===== src/rtl/bkpt_pkg.sv =====
package bkpt_pkg;

    localparam logic [8:0] OP_JZERO = 9'h000;
    localparam logic [8:0] OP_BREAK = 9'h0B1;
    localparam logic [8:0] OP_CLR   = 9'h0B2;
    localparam logic [8:0] OP_SET   = 9'h0B3;
    localparam logic [8:0] OP_TEST  = 9'h0B4;
    localparam logic [8:0] OP_START = 9'h1FF;

    typedef enum logic [2:0] {
        ST_IDLE,
        ST_RD_I,
        ST_WR_I,
        ST_RD_W,
        ST_WR_W,
        ST_PAD
    } swap_st_e;

endpackage


===== src/rtl/bkpt_flag_reg.sv =====
module bkpt_flag_reg (
    input  logic clk,
    input  logic rst_n,
    input  logic set_i,
    input  logic clr_i,
    output logic en_o
);
    logic en_d, en_q;

    always_comb begin
        en_d = en_q;
        if (clr_i)      en_d = 1'b0;
        else if (set_i) en_d = 1'b1;
    end

    always_ff @(posedge clk) begin
        if (!rst_n) en_q <= 1'b0;
        else        en_q <= en_d;
    end

    assign en_o = en_q;
endmodule


===== src/rtl/bkpt_slot_sel.sv =====
module bkpt_slot_sel #(
    parameter int unsigned AW   = 32,
    parameter logic [AW-1:0] BASE = 32'h8000_0070
) (
    input  logic          hi_pri,
    output logic [AW-1:0] wslot_o,
    output logic [AW-1:0] islot_o
);
    localparam logic [AW-1:0] HI_OFS = AW'(0);
    localparam logic [AW-1:0] LO_OFS = AW'(8);
    localparam logic [AW-1:0] I_OFS  = AW'(4);

    always_comb begin
        wslot_o = BASE + (hi_pri ? HI_OFS : LO_OFS);
        islot_o = wslot_o + I_OFS;
    end
endmodule


===== src/rtl/bkpt_swap_fsm.sv =====
module bkpt_swap_fsm
    import bkpt_pkg::*;
#(
    parameter int unsigned DW    = 32,
    parameter int unsigned AW    = 32,
    parameter int unsigned CNT_W = 4
) (
    input  logic             clk,
    input  logic             rst_n,
    input  logic             start_i,
    input  logic [CNT_W-1:0] total_i,
    input  logic [DW-1:0]    live_i_i,
    input  logic [DW-1:0]    live_w_i,
    input  logic [AW-1:0]    islot_i,
    input  logic [AW-1:0]    wslot_i,
    output logic             mem_req,
    output logic             mem_we,
    output logic [AW-1:0]    mem_addr,
    output logic [DW-1:0]    mem_wdata,
    input  logic [DW-1:0]    mem_rdata,
    output logic [DW-1:0]    iptr_o,
    output logic [DW-1:0]    wptr_o,
    output logic             busy_o,
    output logic             done_o
);
    typedef struct packed {
        swap_st_e         st;
        logic [CNT_W-1:0] cnt;
        logic [CNT_W-1:0] total;
        logic [AW-1:0]    islot;
        logic [AW-1:0]    wslot;
        logic [DW-1:0]    live_i;
        logic [DW-1:0]    live_w;
        logic [DW-1:0]    iptr;
        logic [DW-1:0]    wptr;
    } swap_t;

    swap_t s_d, s_q;

    always_comb begin
        s_d       = s_q;
        mem_req   = 1'b0;
        mem_we    = 1'b0;
        mem_addr  = '0;
        mem_wdata = '0;
        if (s_q.st != ST_IDLE) s_d.cnt = s_q.cnt + 1'b1;
        unique case (s_q.st)
            ST_IDLE: begin
                if (start_i) begin
                    s_d.st     = ST_RD_I;
                    s_d.cnt    = CNT_W'(1);
                    s_d.total  = total_i;
                    s_d.islot  = islot_i;
                    s_d.wslot  = wslot_i;
                    s_d.live_i = live_i_i;
                    s_d.live_w = live_w_i;
                end
            end
            ST_RD_I: begin
                mem_req  = 1'b1;
                mem_addr = s_q.islot;
                s_d.st   = ST_WR_I;
            end
            ST_WR_I: begin
                s_d.iptr  = mem_rdata;
                mem_req   = 1'b1;
                mem_we    = 1'b1;
                mem_addr  = s_q.islot;
                mem_wdata = s_q.live_i;
                s_d.st    = ST_RD_W;
            end
            ST_RD_W: begin
                mem_req  = 1'b1;
                mem_addr = s_q.wslot;
                s_d.st   = ST_WR_W;
            end
            ST_WR_W: begin
                s_d.wptr  = mem_rdata;
                mem_req   = 1'b1;
                mem_we    = 1'b1;
                mem_addr  = s_q.wslot;
                mem_wdata = s_q.live_w;
                s_d.st    = ST_PAD;
            end
            ST_PAD: begin
                if (s_q.cnt == s_q.total) s_d.st = ST_IDLE;
            end
            default: s_d.st = ST_IDLE;
        endcase
    end

    always_ff @(posedge clk) begin
        if (!rst_n) s_q <= '0;
        else        s_q <= s_d;
    end

    assign iptr_o = s_q.iptr;
    assign wptr_o = s_q.wptr;
    assign busy_o = (s_q.st != ST_IDLE);
    assign done_o = (s_q.st == ST_PAD) && (s_q.cnt == s_q.total);
endmodule


===== src/rtl/bkpt_swap_unit.sv =====
module bkpt_swap_unit
    import bkpt_pkg::*;
#(
    parameter int unsigned   DW        = 32,
    parameter int unsigned   AW        = 32,
    parameter logic [AW-1:0] SLOT_BASE = 32'h8000_0070,
    parameter int unsigned   JZ_HI_CYC = 11,
    parameter int unsigned   JZ_LO_CYC = 13,
    parameter int unsigned   BK_HI_CYC = 9,
    parameter int unsigned   BK_LO_CYC = 11
) (
    input  logic          clk,
    input  logic          rst_n,
    input  logic          op_valid,
    input  logic [8:0]    op_code,
    input  logic          hi_pri,
    input  logic [DW-1:0] iptr_in,
    input  logic [DW-1:0] wptr_in,
    output logic          mem_req,
    output logic          mem_we,
    output logic [AW-1:0] mem_addr,
    output logic [DW-1:0] mem_wdata,
    input  logic [DW-1:0] mem_rdata,
    output logic [DW-1:0] iptr_out,
    output logic [DW-1:0] wptr_out,
    output logic          busy,
    output logic          done,
    output logic          plain_jump,
    output logic          test_valid,
    output logic [DW-1:0] test_word
);
    localparam int unsigned MAX_A   = (JZ_HI_CYC > JZ_LO_CYC) ? JZ_HI_CYC : JZ_LO_CYC;
    localparam int unsigned MAX_B   = (BK_HI_CYC > BK_LO_CYC) ? BK_HI_CYC : BK_LO_CYC;
    localparam int unsigned MAX_CYC = (MAX_A > MAX_B) ? MAX_A : MAX_B;
    localparam int unsigned CNT_W   = $clog2(MAX_CYC + 1);

    typedef struct packed {
        logic jplain;
        logic tvalid;
        logic tbit;
    } misc_t;

    misc_t m_d, m_q;

    logic             j0_en;
    logic             accept;
    logic             is_jz, is_bk;
    logic             trap_go;
    logic [CNT_W-1:0] total;
    logic [AW-1:0]    islot, wslot;

    assign accept  = op_valid && !busy;
    assign is_jz   = (op_code == OP_JZERO);
    assign is_bk   = (op_code == OP_BREAK);
    assign trap_go = accept && (is_bk || (is_jz && j0_en));

    always_comb begin
        if (is_bk) total = hi_pri ? CNT_W'(BK_HI_CYC) : CNT_W'(BK_LO_CYC);
        else       total = hi_pri ? CNT_W'(JZ_HI_CYC) : CNT_W'(JZ_LO_CYC);
    end

    always_comb begin
        m_d        = '0;
        m_d.jplain = accept && is_jz && !j0_en;
        m_d.tvalid = accept && (op_code == OP_TEST);
        m_d.tbit   = m_d.tvalid ? j0_en : m_q.tbit;
    end

    always_ff @(posedge clk) begin
        if (!rst_n) m_q <= '0;
        else        m_q <= m_d;
    end

    assign plain_jump = m_q.jplain;
    assign test_valid = m_q.tvalid;
    assign test_word  = DW'(m_q.tbit);

    bkpt_flag_reg u_flag (
        .clk   (clk),
        .rst_n (rst_n),
        .set_i (accept && (op_code == OP_SET)),
        .clr_i (accept && ((op_code == OP_CLR) || (op_code == OP_START))),
        .en_o  (j0_en)
    );

    bkpt_slot_sel #(.AW(AW), .BASE(SLOT_BASE)) u_slot (
        .hi_pri  (hi_pri),
        .wslot_o (wslot),
        .islot_o (islot)
    );

    bkpt_swap_fsm #(.DW(DW), .AW(AW), .CNT_W(CNT_W)) u_fsm (
        .clk       (clk),
        .rst_n     (rst_n),
        .start_i   (trap_go),
        .total_i   (total),
        .live_i_i  (iptr_in),
        .live_w_i  (wptr_in),
        .islot_i   (islot),
        .wslot_i   (wslot),
        .mem_req   (mem_req),
        .mem_we    (mem_we),
        .mem_addr  (mem_addr),
        .mem_wdata (mem_wdata),
        .mem_rdata (mem_rdata),
        .iptr_o    (iptr_out),
        .wptr_o    (wptr_out),
        .busy_o    (busy),
        .done_o    (done)
    );
endmodule


===== config.mk =====
export PLATFORM = sky130hd
export DESIGN_NAME = bkpt_swap_unit
export DESIGN_NICKNAME = d
export VERILOG_FILES = /design/src/rtl/bkpt_pkg.sv /design/src/rtl/bkpt_flag_reg.sv /design/src/rtl/bkpt_slot_sel.sv /design/src/rtl/bkpt_swap_fsm.sv /design/src/rtl/bkpt_swap_unit.sv
export SDC_FILE = /design/constraint.sdc
export NUM_CORES = 1
export LEC_CHECK = 0
export BUFFER_PORTS_ARGS = -buffer_cell sky130_fd_sc_hd__buf_4
export CAP_MARGIN = 20
export CORE_MARGIN = 2
export CORE_UTILIZATION = 45
export DETAILED_ROUTE_END_ITERATION = 10
export PLACE_DENSITY = 0.81
export SLEW_MARGIN = 5
export SYNTH_ARGS = -nofsm -noshare
export SYNTH_HDL_FRONTEND = slang
export SYNTH_HIERARCHICAL = 1
export SYNTH_SLANG_ARGS = --single-unit

===== constraint.sdc =====
create_clock -name clk -period 3.04 [get_ports clk]
set_input_delay 0.608 -clock clk [delete_from_list [all_inputs] [get_ports clk]]
set_output_delay 0.608 -clock clk [all_outputs]
set_load 0.005 [all_outputs]

==> impl_metrics.ini <==
[die]
die_w_um = 151.9
die_area_um2 = 23070
start_util = 0.4552
coreArea_um2 = 21620
rows = 54
io_pins = 275
die_y_um = 151.9

[timing]
fin_setup_tns_ns = 0
rsz0062_at_grt = false
fmax_ghz = 0.3454
relSlewSlack = 0.4856
drv_slew = 0
setup_viol = 0
period_needed_ns = 2.896
clock_skew_ns = 0.008147
hold_slack_ns = 0.3449
hold_viol = 0
worst_pin_slew_ns = 0.7716
fin_crit_sh = 0.9525

[logic_synthesis]
synth-main-ff-cell = dfxtp_1
synth_area_um2 = 9842
synth.distinct_cells = 43
netlist_instances = 1176
synth_edf_count = 0
ys_seq_area_frac = 0.4211
synth-seq-cells = 207
syn_avg_cell_area_um2 = 8.369
async_flop_share = 0
yosys_warnings = 6

[global_route]
antenna_found_initial = 0
grt_pass1_vias = 7426
grt_pass1_wl_um = 37020
grt_usage = 0.1888
grt_start_max_net_pins = 88
overflow = 0

[routing]
antenna_left = 0
drt_first_pass_iters = 5
drtIter0Drc = 418
drt-vias-per-instance = 4.792
wl_per_cell_um = 14.03
vias = 7777
routed_wirelength_um = 22760
drc = 0

[layout]
antenna_cells = 0
nets = 1436
area_growth_pct = 20.38
drive_gt1_frac = 0.2457

[cts]
path_clk_slew_ns = 0.06
cts_inserted_buffers = 24
htree_levels = 1
cts-root-buf = clkbuf_16
clock_path_buffers = 3
clock-sinks = 207
cts_tree = done
holdBufCountCts = 0
clk_latency_ns = 0.51

[power]
ir_worst_vdd_mv = 0.3682
pwr-share-clk = 0.498
finalPower_mw = 5.860
switching_power_mw = 1.241
p_sw_frac = 0.2118
comb_power_share = 0.039
seqPwrFrac = 0.463
cellPowerDensity_nw_per_um2 = 494.6
intPower_mw = 4.618
p_leak_nw = 4.810

[critical_path]
path_cells = buf_4 > or3b_2 > o21ai_4 > buf_12 > a22o_1 > buf_4
cp-start-kind = register
end_kind = output pin
cp_slowest_cell = or3b_2
required_ns = 2.43
crit_type = reg2out
cp_common_cell = buf_4
crit_path_max_incr_delay_ns = 0.57
cp_max_fo = 17
arrival_ns = 2.29

[place]
post-dp-hpwl_um = 14970
routabilityCongestion = 0.8054
portBuffers = 243

[job]
maxCapViolations = 0

[status]
outcome = finished clean

[hold_path]
hp-class = in2reg
==> cell families after synthesis <==
logic type	Yosys count	share of synthesized area
AO/OA/AOI/OAI	272	0.2165
buffers and inverters	245	0.1706
XOR/XNOR	5	0.004449
other	4	0.001525
AND/OR/NAND/NOR	440	0.1823
adder cells (fa/ha/maj)	2	0.002542
multiplexers	1	0.001017
flip-flops	207	0.4211
==> cell usage after synthesis (all sizes together) (4+ instances only) <==
| cell type | count | area share |
|---|---|---|
| buf | 205 | 0.16 |
| conb | 4 | 0.0015 |
| a21boi | 197 | 0.15 |
| dfxtp | 207 | 0.42 |
| nand2 | 403 | 0.15 |
| xor2 | 4 | 0.0036 |
| nor4 | 5 | 0.0032 |
| clkbuf | 36 | 0.014 |
| nor2 | 4 | 0.0015 |
| a22o | 64 | 0.057 |
| inv | 4 | 0.0015 |
==> final timing paths <==
| check | to | cells past startpoint | start | slack (ns) |
|---|---|---|---|---|
| max | mem_addr[5] | 6 | u_fsm/s_q[200] | 0.14 |
| min | u_fsm/s_q[108] | 3 | iptr_in[12] | 0.34 |
| max reg2reg | u_fsm/s_q[79] | 9 | u_fsm/s_q[200] | 0.63 |
| min reg2reg | u_fsm/iptr_o[13] | 2 | u_fsm/iptr_o[13] | 0.45 |
==> state kept, by name, indices dropped and copies added, names as in the netlist <==
signal / count
u_fsm/wptr_o: 32
plain_jump: 1
test_valid: 1
test_word: 1
u_fsm/s_q: 139
u_fsm/iptr_o: 32
u_flag/en_o: 1
==> worst max-delay path: cells and delay by family, from the launching register on <==
kind	cells	cell delay [ns]
buffers and inverters	3	0.50
AND/OR/NAND/NOR	1	0.57
AO/OA/AOI/OAI	2	0.30
flip-flops	1	0.40
==> power by group through the flow <==
| stage | combinational (mW) | sequential (mW) | clock (mW) |
|---|---|---|---|
| 2_1_floorplan | 0.177 | 2.77 | 0 |
| 3_3_place_gp | 0.228 | 2.78 | 0 |
| 3_5_place_dp | 0.228 | 2.78 | 0 |
| 4_1_cts | 0.228 | 2.71 | 2.99 |
| 5_1_grt | 0.251 | 2.71 | 3.10 |
| 6_report | 0.228 | 2.72 | 2.92 |
==> cell type report <==
cell class | instances | area (µm²)
flip-flops and latches | 207 | 4145
repair buffers | 272 | 2117
inverters | 4 | 15.01
multi-input cells | 816 | 4398
well taps | 280 | 350.3
fillers | 1961 | 9773
clock inverters | 14 | 137.6
clock buffers | 30 | 684.4
==> placed cells by master, fill, tap and decap left out, types with 3 or more instances in the layout <==
| cell | netlist | routed |
|---|---|---|
| a21boi_1 | 109 | 109 |
| nand2_1 | 403 | 403 |
| clkbuf_16 | 0 | 25 |
| nor2_1 | 4 | 3 |
| buf_4 | 171 | 266 |
| nor4_1 | 5 | 5 |
| clkinvlp_4 | 0 | 4 |
| conb_1 | 4 | 95 |
| a21boi_0 | 88 | 88 |
| nor3_1 | 3 | 3 |
| clkbuf_8 | 0 | 4 |
| inv_1 | 4 | 4 |
| nor3b_2 | 1 | 3 |
| or3b_2 | 3 | 3 |
| dfxtp_1 | 207 | 206 |
| xor2_1 | 4 | 4 |
| buf_12 | 0 | 6 |
| clkinv_2 | 0 | 6 |
| a22o_1 | 64 | 64 |
==> per-stage QoR <==
stage / worst slack [ns] / cell area [µm²] / utilization / instances
6_report: 0.1444 / 11850 / 0.5480 / 1623
5_1_grt: 0.03387 / 11850 / 0.5480 / 1623
4_1_cts: 0.003770 / 11800 / 0.5456 / 1618
3_5_place_dp: 0.3440 / 10950 / 0.5066 / 1573
3_3_place_gp: 0.3709 / 10950 / 0.5066 / 1573
2_1_floorplan: 0.5056 / 10180 / - / 1267
==> metal layers <==
metal,global-route usage,vias to the layer above,routed length (µm)
met3,0.03537,41,1289
met5,0,-,0
met2,0.3254,223,11130
li1,-,3914,-
met1,0.2386,3599,9757
met4,0.06231,0,588
==> repair_timing <==
action	4_1_cts	5_1_grt
pin swaps	0	2
gates cloned	1	0
setup buffers	0	5
resized for setup	2	1
setup endpoints to repair	33	30
Power figures use the tool's default switching activity.
